[config.mk]
export PLATFORM = sky130hd
export DESIGN_NAME = irq_stat_unit
export DESIGN_NICKNAME = d
export VERILOG_FILES = /design/src/rtl/isu_pkg.sv /design/src/rtl/isu_decode.sv /design/src/rtl/isu_mask_reg.sv /design/src/rtl/isu_status_reg.sv /design/src/rtl/isu_read_mux.sv /design/src/rtl/irq_stat_unit.sv
export SDC_FILE = /design/constraint.sdc
export NUM_CORES = 1
export LEC_CHECK = 0
export BUFFER_PORTS_ARGS = -buffer_cell sky130_fd_sc_hd__buf_2
export CORE_ASPECT_RATIO = 1.75
export CORE_MARGIN = 2
export CORE_UTILIZATION = 40
export CTS_CLUSTER_DIAMETER = 150
export DETAILED_ROUTE_END_ITERATION = 10
export PLACE_DENSITY_LB_ADDON = 0.1
export SYNTH_ARGS = -nofsm -noshare
export SYNTH_HDL_FRONTEND = slang
export SYNTH_SLANG_ARGS = --single-unit
[constraint.sdc]
create_clock -name clk -period 1 [get_ports clk]
set_input_delay 0.15 -clock clk [delete_from_list [all_inputs] [get_ports clk]]
set_output_delay 0.15 -clock clk [all_outputs]
set_load 0.05 [all_outputs]
[src/rtl/isu_pkg.sv]
package isu_pkg;

  localparam int STAT_W   = 32;
  localparam int COND_W   = 16;
  localparam int COND_LSB = STAT_W - COND_W;

  localparam int B_INV   = 31;
  localparam int B_PAR   = 30;
  localparam int B_OVR   = 29;
  localparam int B_ACC   = 28;
  localparam int B_ARB   = 27;
  localparam int B_NACK  = 26;
  localparam int B_DREQ  = 25;
  localparam int B_DONE  = 24;
  localparam int B_STOPE = 23;

  localparam logic [STAT_W-1:0] ERR_BITS =
    (STAT_W'(1) << B_INV) | (STAT_W'(1) << B_PAR) | (STAT_W'(1) << B_OVR) |
    (STAT_W'(1) << B_ACC) | (STAT_W'(1) << B_ARB) | (STAT_W'(1) << B_NACK) |
    (STAT_W'(1) << B_STOPE);

  localparam logic [STAT_W-1:0] STAT_RST = STAT_W'(1) << B_DONE;

  typedef enum logic [3:0] {
    ACC_NONE,
    ACC_NBR,
    ACC_MASK,
    ACC_RAW,
    ACC_MASKED,
    ACC_STAT,
    ACC_PORTS,
    ACC_OR,
    ACC_AND,
    ACC_FULL,
    ACC_ERR,
    ACC_BAD
  } acc_e;

  function automatic acc_e classify(input logic we, input logic [15:0] off);
    acc_e a;
    a = ACC_BAD;
    if (!we) begin
      unique case (off)
        16'h4, 16'h5, 16'h6, 16'h7, 16'hC, 16'hD: a = ACC_NBR;
        16'h8: a = ACC_MASK;
        16'h9: a = ACC_RAW;
        16'hA: a = ACC_MASKED;
        16'hB: a = ACC_STAT;
        16'hE: a = ACC_PORTS;
        default: a = ACC_BAD;
      endcase
    end else begin
      unique case (off)
        16'h8: a = ACC_MASK;
        16'h9: a = ACC_OR;
        16'hA: a = ACC_AND;
        16'hB: a = ACC_FULL;
        16'hC: a = ACC_ERR;
        16'h4, 16'h5, 16'h6, 16'h7, 16'hD, 16'hE,
        16'hF, 16'h10, 16'h11: a = ACC_NONE;
        default: a = ACC_BAD;
      endcase
    end
    return a;
  endfunction

  function automatic logic [COND_W-1:0] raw_cond(input logic [STAT_W-1:0] st);
    return st[STAT_W-1:COND_LSB];
  endfunction

  function automatic logic [COND_W-1:0] masked_cond(input logic [STAT_W-1:0] st,
                                                    input logic [COND_W-1:0] m);
    return raw_cond(st) & m;
  endfunction

  function automatic logic irq_level(input logic [STAT_W-1:0] st,
                                     input logic [COND_W-1:0] m);
    return |masked_cond(st, m);
  endfunction

  function automatic logic [STAT_W-1:0] drop_errors(input logic [STAT_W-1:0] st);
    return st & ~ERR_BITS;
  endfunction

endpackage

[src/rtl/isu_decode.sv]
module isu_decode
  import isu_pkg::*;
#(
  parameter int ADDR_W = 5
) (
  input  logic              valid_i,
  input  logic              we_i,
  input  logic [ADDR_W-1:0] off_i,
  output acc_e              acc_o,
  output logic              rd_en_o,
  output logic              mask_ld_o,
  output logic              mask_or_o,
  output logic              mask_and_o,
  output logic              full_rst_o,
  output logic              err_rst_o,
  output logic              bad_o
);

  localparam int OFF_EXT = 16;

  logic [OFF_EXT-1:0] off_ext;
  assign off_ext = OFF_EXT'(off_i);

  always_comb begin
    acc_o      = classify(we_i, off_ext);
    rd_en_o    = valid_i && !we_i;
    mask_ld_o  = valid_i && we_i && (acc_o == ACC_MASK);
    mask_or_o  = valid_i && (acc_o == ACC_OR);
    mask_and_o = valid_i && (acc_o == ACC_AND);
    full_rst_o = valid_i && (acc_o == ACC_FULL);
    err_rst_o  = valid_i && (acc_o == ACC_ERR);
    bad_o      = valid_i && (acc_o == ACC_BAD);
  end

endmodule

[src/rtl/isu_mask_reg.sv]
module isu_mask_reg
  import isu_pkg::*;
(
  input  logic              clk,
  input  logic              rst_n,
  input  logic              ld_i,
  input  logic              or_i,
  input  logic              and_i,
  input  logic              clr_i,
  input  logic [COND_W-1:0] wdata_i,
  output logic [COND_W-1:0] mask_o
);

  logic [COND_W-1:0] mask_q;
  logic [COND_W-1:0] mask_d;

  always_comb begin
    mask_d = mask_q;
    if (clr_i)      mask_d = '0;
    else if (ld_i)  mask_d = wdata_i;
    else if (or_i)  mask_d = mask_q | wdata_i;
    else if (and_i) mask_d = mask_q & wdata_i;
  end

  always_ff @(posedge clk or negedge rst_n) begin
    if (!rst_n) mask_q <= '0;
    else        mask_q <= mask_d;
  end

  assign mask_o = mask_q;

endmodule

[src/rtl/isu_status_reg.sv]
module isu_status_reg
  import isu_pkg::*;
(
  input  logic              clk,
  input  logic              rst_n,
  input  logic [STAT_W-1:0] set_i,
  input  logic [STAT_W-1:0] clr_i,
  input  logic              full_rst_i,
  input  logic              err_rst_i,
  input  logic              bad_i,
  output logic [STAT_W-1:0] stat_o
);

  logic [STAT_W-1:0] stat_q;
  logic [STAT_W-1:0] after_clr;
  logic [STAT_W-1:0] after_acc;
  logic [STAT_W-1:0] stat_d;

  always_comb begin
    after_clr = stat_q & ~clr_i;
    if (full_rst_i)     after_acc = '0;
    else if (err_rst_i) after_acc = drop_errors(after_clr);
    else                after_acc = after_clr;
    stat_d = after_acc | set_i;
    if (bad_i) stat_d[B_INV] = 1'b1;
  end

  always_ff @(posedge clk or negedge rst_n) begin
    if (!rst_n) stat_q <= STAT_RST;
    else        stat_q <= stat_d;
  end

  assign stat_o = stat_q;

endmodule

[src/rtl/isu_read_mux.sv]
module isu_read_mux
  import isu_pkg::*;
#(
  parameter int DATA_W = 64,
  parameter int NPORTS = 4
) (
  input  logic              clk,
  input  logic              rst_n,
  input  logic              rd_en_i,
  input  acc_e              acc_i,
  input  logic [STAT_W-1:0] stat_i,
  input  logic [COND_W-1:0] mask_i,
  input  logic [NPORTS-1:0] ports_i,
  input  logic [DATA_W-1:0] nbr_i,
  output logic              rvalid_o,
  output logic [DATA_W-1:0] rdata_o
);

  logic [DATA_W-1:0] port_word;
  logic [DATA_W-1:0] sel;
  logic              rvalid_q;
  logic [DATA_W-1:0] rdata_q;

  for (genvar g = 0; g < DATA_W; g++) begin : g_port_bits
    if (g < NPORTS) begin : g_live
      assign port_word[g] = ports_i[g];
    end else begin : g_zero
      assign port_word[g] = 1'b0;
    end
  end

  always_comb begin
    unique case (acc_i)
      ACC_MASK:   sel = DATA_W'(mask_i);
      ACC_RAW:    sel = DATA_W'(raw_cond(stat_i));
      ACC_MASKED: sel = DATA_W'(masked_cond(stat_i, mask_i));
      ACC_STAT:   sel = DATA_W'(stat_i);
      ACC_PORTS:  sel = port_word;
      ACC_NBR:    sel = nbr_i;
      default:    sel = '1;
    endcase
  end

  always_ff @(posedge clk or negedge rst_n) begin
    if (!rst_n) begin
      rvalid_q <= 1'b0;
      rdata_q  <= '0;
    end else begin
      rvalid_q <= rd_en_i;
      if (rd_en_i) rdata_q <= sel;
    end
  end

  assign rvalid_o = rvalid_q;
  assign rdata_o  = rdata_q;

endmodule

[src/rtl/irq_stat_unit.sv]
module irq_stat_unit
  import isu_pkg::*;
#(
  parameter int ADDR_W = 5,
  parameter int DATA_W = 64,
  parameter int NPORTS = 4
) (
  input  logic                clk,
  input  logic                rst_n,
  input  logic                req_valid_i,
  input  logic                req_we_i,
  input  logic [ADDR_W+2:0]   req_addr_i,
  input  logic [DATA_W-1:0]   req_wdata_i,
  input  logic [STAT_W-1:0]   stat_set_i,
  input  logic [STAT_W-1:0]   stat_clr_i,
  input  logic [NPORTS-1:0]   port_busy_i,
  input  logic [DATA_W-1:0]   nbr_rdata_i,
  output logic                rvalid_o,
  output logic [DATA_W-1:0]   rdata_o,
  output logic [STAT_W-1:0]   status_o,
  output logic                irq_o,
  output logic                cfg_clr_o,
  output logic                resid_clr_o,
  output logic                fifo_flush_o
);

  localparam int BYTE_LSB = 3;

  // Named internal events, visible to the bound checker.
  logic [ADDR_W-1:0] req_off;
  acc_e              acc;
  logic              rd_en;
  logic              mask_ld;
  logic              mask_or;
  logic              mask_and;
  logic              full_rst;
  logic              err_rst;
  logic              bad_acc;
  logic [COND_W-1:0] mask_q;
  logic [STAT_W-1:0] status_q;
  logic              cfg_clr_q;
  logic              resid_clr_q;
  logic              flush_q;
  logic              unused_bits;

  assign req_off     = req_addr_i[ADDR_W+2:BYTE_LSB];
  assign unused_bits = ^{req_addr_i[BYTE_LSB-1:0], req_wdata_i[DATA_W-1:COND_W]};

  isu_decode #(.ADDR_W(ADDR_W)) u_dec (
    .valid_i    (req_valid_i),
    .we_i       (req_we_i),
    .off_i      (req_off),
    .acc_o      (acc),
    .rd_en_o    (rd_en),
    .mask_ld_o  (mask_ld),
    .mask_or_o  (mask_or),
    .mask_and_o (mask_and),
    .full_rst_o (full_rst),
    .err_rst_o  (err_rst),
    .bad_o      (bad_acc)
  );

  isu_mask_reg u_mask (
    .clk     (clk),
    .rst_n   (rst_n),
    .ld_i    (mask_ld),
    .or_i    (mask_or),
    .and_i   (mask_and),
    .clr_i   (full_rst),
    .wdata_i (req_wdata_i[COND_W-1:0]),
    .mask_o  (mask_q)
  );

  isu_status_reg u_stat (
    .clk        (clk),
    .rst_n      (rst_n),
    .set_i      (stat_set_i),
    .clr_i      (stat_clr_i),
    .full_rst_i (full_rst),
    .err_rst_i  (err_rst),
    .bad_i      (bad_acc),
    .stat_o     (status_q)
  );

  isu_read_mux #(.DATA_W(DATA_W), .NPORTS(NPORTS)) u_rd (
    .clk      (clk),
    .rst_n    (rst_n),
    .rd_en_i  (rd_en),
    .acc_i    (acc),
    .stat_i   (status_q),
    .mask_i   (mask_q),
    .ports_i  (port_busy_i),
    .nbr_i    (nbr_rdata_i),
    .rvalid_o (rvalid_o),
    .rdata_o  (rdata_o)
  );

  always_ff @(posedge clk or negedge rst_n) begin
    if (!rst_n) begin
      cfg_clr_q   <= 1'b0;
      resid_clr_q <= 1'b0;
      flush_q     <= 1'b0;
    end else begin
      cfg_clr_q   <= full_rst;
      resid_clr_q <= full_rst || err_rst;
      flush_q     <= err_rst;
    end
  end

  assign status_o     = status_q;
  assign irq_o        = irq_level(status_q, mask_q);
  assign cfg_clr_o    = cfg_clr_q;
  assign resid_clr_o  = resid_clr_q;
  assign fifo_flush_o = flush_q;

endmodule

==> results_dict.tcl <==
set metrics [dict create \
    outcome "complete, but fails checks" \
    violations "setup timing" \
    synth_top_cells_by_area "dfrtp_1 50%, nand2_1 6.2%, a21oi_1 5.4%" \
    io-pin-count 309 \
    fin_ws_ns -0.813 \
    synth_flop_cell "dfrtp_1" \
    port_buffers 257 \
    clock_tree.root_cell "clkbuf_16" \
    clkLatencyLatePin_ns 0.42 \
    grt_pass1_vias 8119 \
    place_area_um2 8340 \
    core.rowCount 58 \
    tightest_slew_ns 0.377 \
    dr.pass1.iters 6 \
    gp_congestion 0.996 \
    path_max_fanout 6 \
    r2r_start "u_stat.stat_o[23]" \
    grt_pass1_wl_um 42900 \
    finalWirelength_um 33600 \
    period_share 1.81 \
    finish.instance_area_um2 12900 \
    cts_buffers 17 \
    fp.dieW_um 94.8 \
    synth_warnings 0 \
    p_total_w 0.0212 \
    rsz0062_at_grt "yes" \
    finalSetupViolCount 216 \
    wl_per_cell_um 24.6 \
    p_leak_nw 5.96 \
    overflow 0 \
    pre_cts_ws_ns -1.21 \
    drive_gt1_frac 0.596 \
    tns_ns -96.87 \
    vias 8017 \
    clockBufferDepth 2 \
    start_kind "input port" \
    hold_path_class "input port to flop" \
    seq_area_frac_synth 0.503 \
    dpl.hpwl_um 16200 \
    switching_power_w 0.00787 \
    maxCapViolations 0 \
    viasPerCell 5.87 \
    cts_sinks 116 \
    fmax_mhz 552 \
    clock-skew-final_ns 0.00827 \
    maxSlewViolCount 0 \
    core_area_um2 14200 \
    syn_inst 631 \
    path_delay_family "buffers and inverters" \
    nets 1381 \
    cp_data_required_time_ns 1.34 \
    antenna_found_initial 0 \
    max_slew_margin 0.748 \
    period_minus_slack_ns 1.81 \
    syn2layout_area_growth_pct 124 \
    min_from "nbr_rdata_i[24]" \
    reg2reg_depth 5 \
    dieArea_um2 15400 \
    whs_ns 0.0292 \
    synth_cell_types 53 \
    p_clk_frac 0.315 \
    htreeDepth 4 \
    power_density_nw_per_um2 1640 \
    worstPathArrival_ns 2.15 \
    cts_tree "built" \
    p_int_w 0.0134 \
    crit_top_cell "buf_12" \
    postSynthAreaPerCell_um2 9.15 \
    grt_max_degree 40 \
    worst-path-stages 14 \
    end_kind "flop" \
    path_cells "buf_12 > clkinv_8 > ha_4 > mux2i_4 > buf_6 > o221ai_4 > buf_6 > nor3_4 > nor4bb_4 > buf_4 > buf_12 > buf_12 > buf_16 > a21oi_2" \
    timing_hold_violations_final 0 \
    cp.buffers_inverters 8 \
    hold_depth 3 \
    combPwrFrac 0.403 \
    r2r_end "u_rd.rdata_o[7]" \
    synthesis.area_um2 5770 \
    initial_core_util 0.406 \
    grt_use_total 0.366 \
    die_h_um 163 \
    clk_pin_slew_ns 0.06 \
    hold_end "u_rd.rdata_o[24]" \
    synth_top_cell_area_share 0.499 \
    async_reset_ff_frac 1.00 \
    crit_type "input port to flop" \
    drt_iter0_markers 721 \
    rrSetupSlack_ns -0.32 \
    yosys.area.top_type "dfrtp_1" \
    synth_seq_cells 116 \
    mappedNetlistNets 840 \
    switching_share 0.371 \
    vdd_drop_max_v 0.00140 \
    drc_errors 0 \
    synth_edf_count 0 \
    ant_nets 0 \
    slowest_stage "ha_4" \
    p_seq_frac 0.281 \
    cpPeakStageDelay_ns 0.24 \
]
timing repair:
action,in CTS,in global routing
cloned,15,5
hold buffers,77,2
pin swaps,59,73
endpoints found under the setup margin,216,216
setup buffers,72,51
hold endpoints to repair,191,2
resized for setup,386,121
registers in the layout (all words and copies together) (netlist names):
register,cells
u_rd.rdata_o,64
fifo_flush_o,1
cfg_clr_o,1
u_rd.rvalid_o,1
u_mask.mask_o,16
u_stat.stat_o,32
resid_clr_o,1
power groups by stage:
| stage | clock [W] | sequential, W | combinational [W] |
|---|---|---|---|
| detailed placement | 0 | 0.00584 | 0.00555 |
| CTS | 0.00660 | 0.00587 | 0.00749 |
| global route | 0.00696 | 0.00601 | 0.00885 |
| finish | 0.00670 | 0.00598 | 0.00856 |
| floorplan | 0 | 0.00764 | 0.00157 |
| global placement | 0 | 0.00582 | 0.00547 |
layout make-up:
class                   instances  area, µm²
clock inverters                14        193
diodes                          1       2.50
clock buffers                  18        439
well taps                     180        225
multi-input cells             430       3570
inverters                      38        160
repair buffers                569       5440
fillers                       501       1280
flip-flops and latches        116       2920
how the worst max path moves through the flow:
| stage | start | endpoint | slack (ns) |
|---|---|---|---|
| after global placement | req_addr_i[5] | u_mask.mask_o[5] | -1.16 |
| after floorplan | req_addr_i[6] | u_mask.mask_o[7] | -0.93 |
| after detailed placement | req_addr_i[5] | u_mask.mask_o[0] | -1.21 |
| after global routing | req_addr_i[4] | u_rd.rdata_o[58] | -0.93 |
| after CTS | u_stat.stat_o[21] | irq_o | -0.74 |
| final | req_addr_i[4] | u_rd.rdata_o[58] | -0.81 |
cell usage after synthesis, types with 3 or more instances:
cell,instances
o21bai_1,15
a32o_1,16
a31o_2,31
o21ai_0,27
buf_4,11
a22oi_1,18
a31oi_1,15
nand2_1,96
buf_2,16
nand3_1,8
dfrtp_1,115
a32oi_1,3
nor2_1,69
a21oi_1,62
nand2b_1,5
clkbuf_1,16
o21ai_1,4
mux2i_1,4
inv_1,38
and3_1,17
nand4_1,4
and4_1,4
placed cells by master, fill, tap and decap left out, types with 8 or more instances in the layout:
cell type,instances
buf_2,150
buf_4,144
buf_6,124
dfrtp_1,106
dlygate4sd3_1,79
nand2_1,72
nor2_1,66
a21oi_2,44
buf_12,34
inv_1,33
a31o_4,29
buf_8,24
o21ai_0,22
clkbuf_16,21
a22oi_2,16
a32o_1,15
o21bai_1,14
nand2_4,12
nand2_2,11
and3_1,10
buf_16,10
a21oi_4,9
a21oi_1,9
dfrtp_2,9
a31oi_1,8
worst reg2reg max path: stages, from the launching register on:
cell and delay (ns):
dfrtp_2 0.39, buf_6 0.15, and3_1 0.16, a21oi_1 0.05
o32a_1 0.31, a31oi_1 0.18
kinds of logic (layout without fill, tap and decap cells):
| family | count (synthesis) | after routing | share of synthesized area |
|---|---|---|---|
| mux | 4 | 4 | 0.00694 |
| fa+ha+maj | 1 | 1 | 0.00217 |
| flops | 116 | 116 | 0.503 |
| simple gates | 216 | 216 | 0.167 |
| compound gates | 209 | 209 | 0.252 |
| other cells | 0 | 1 | 0 |
| buf+inv | 85 | 639 | 0.0685 |
stage by stage:
step	utilization	instances
2_1_floorplan	-	631
3_3_place_gp	0.587	1129
3_5_place_dp	0.587	1129
4_1_cts	0.848	1322
5_1_grt	0.910	1365
6_report	0.910	1366
metal layers:
metal  share of wire  up-vias  GRT usage
met4           0.078        0      0.200
met3           0.084      223     0.0759
met2            0.51      608      0.657
met1            0.33     3844      0.392
met5               0        -          0
li1                -     3342          -
(Power assumes the default switching activity.)
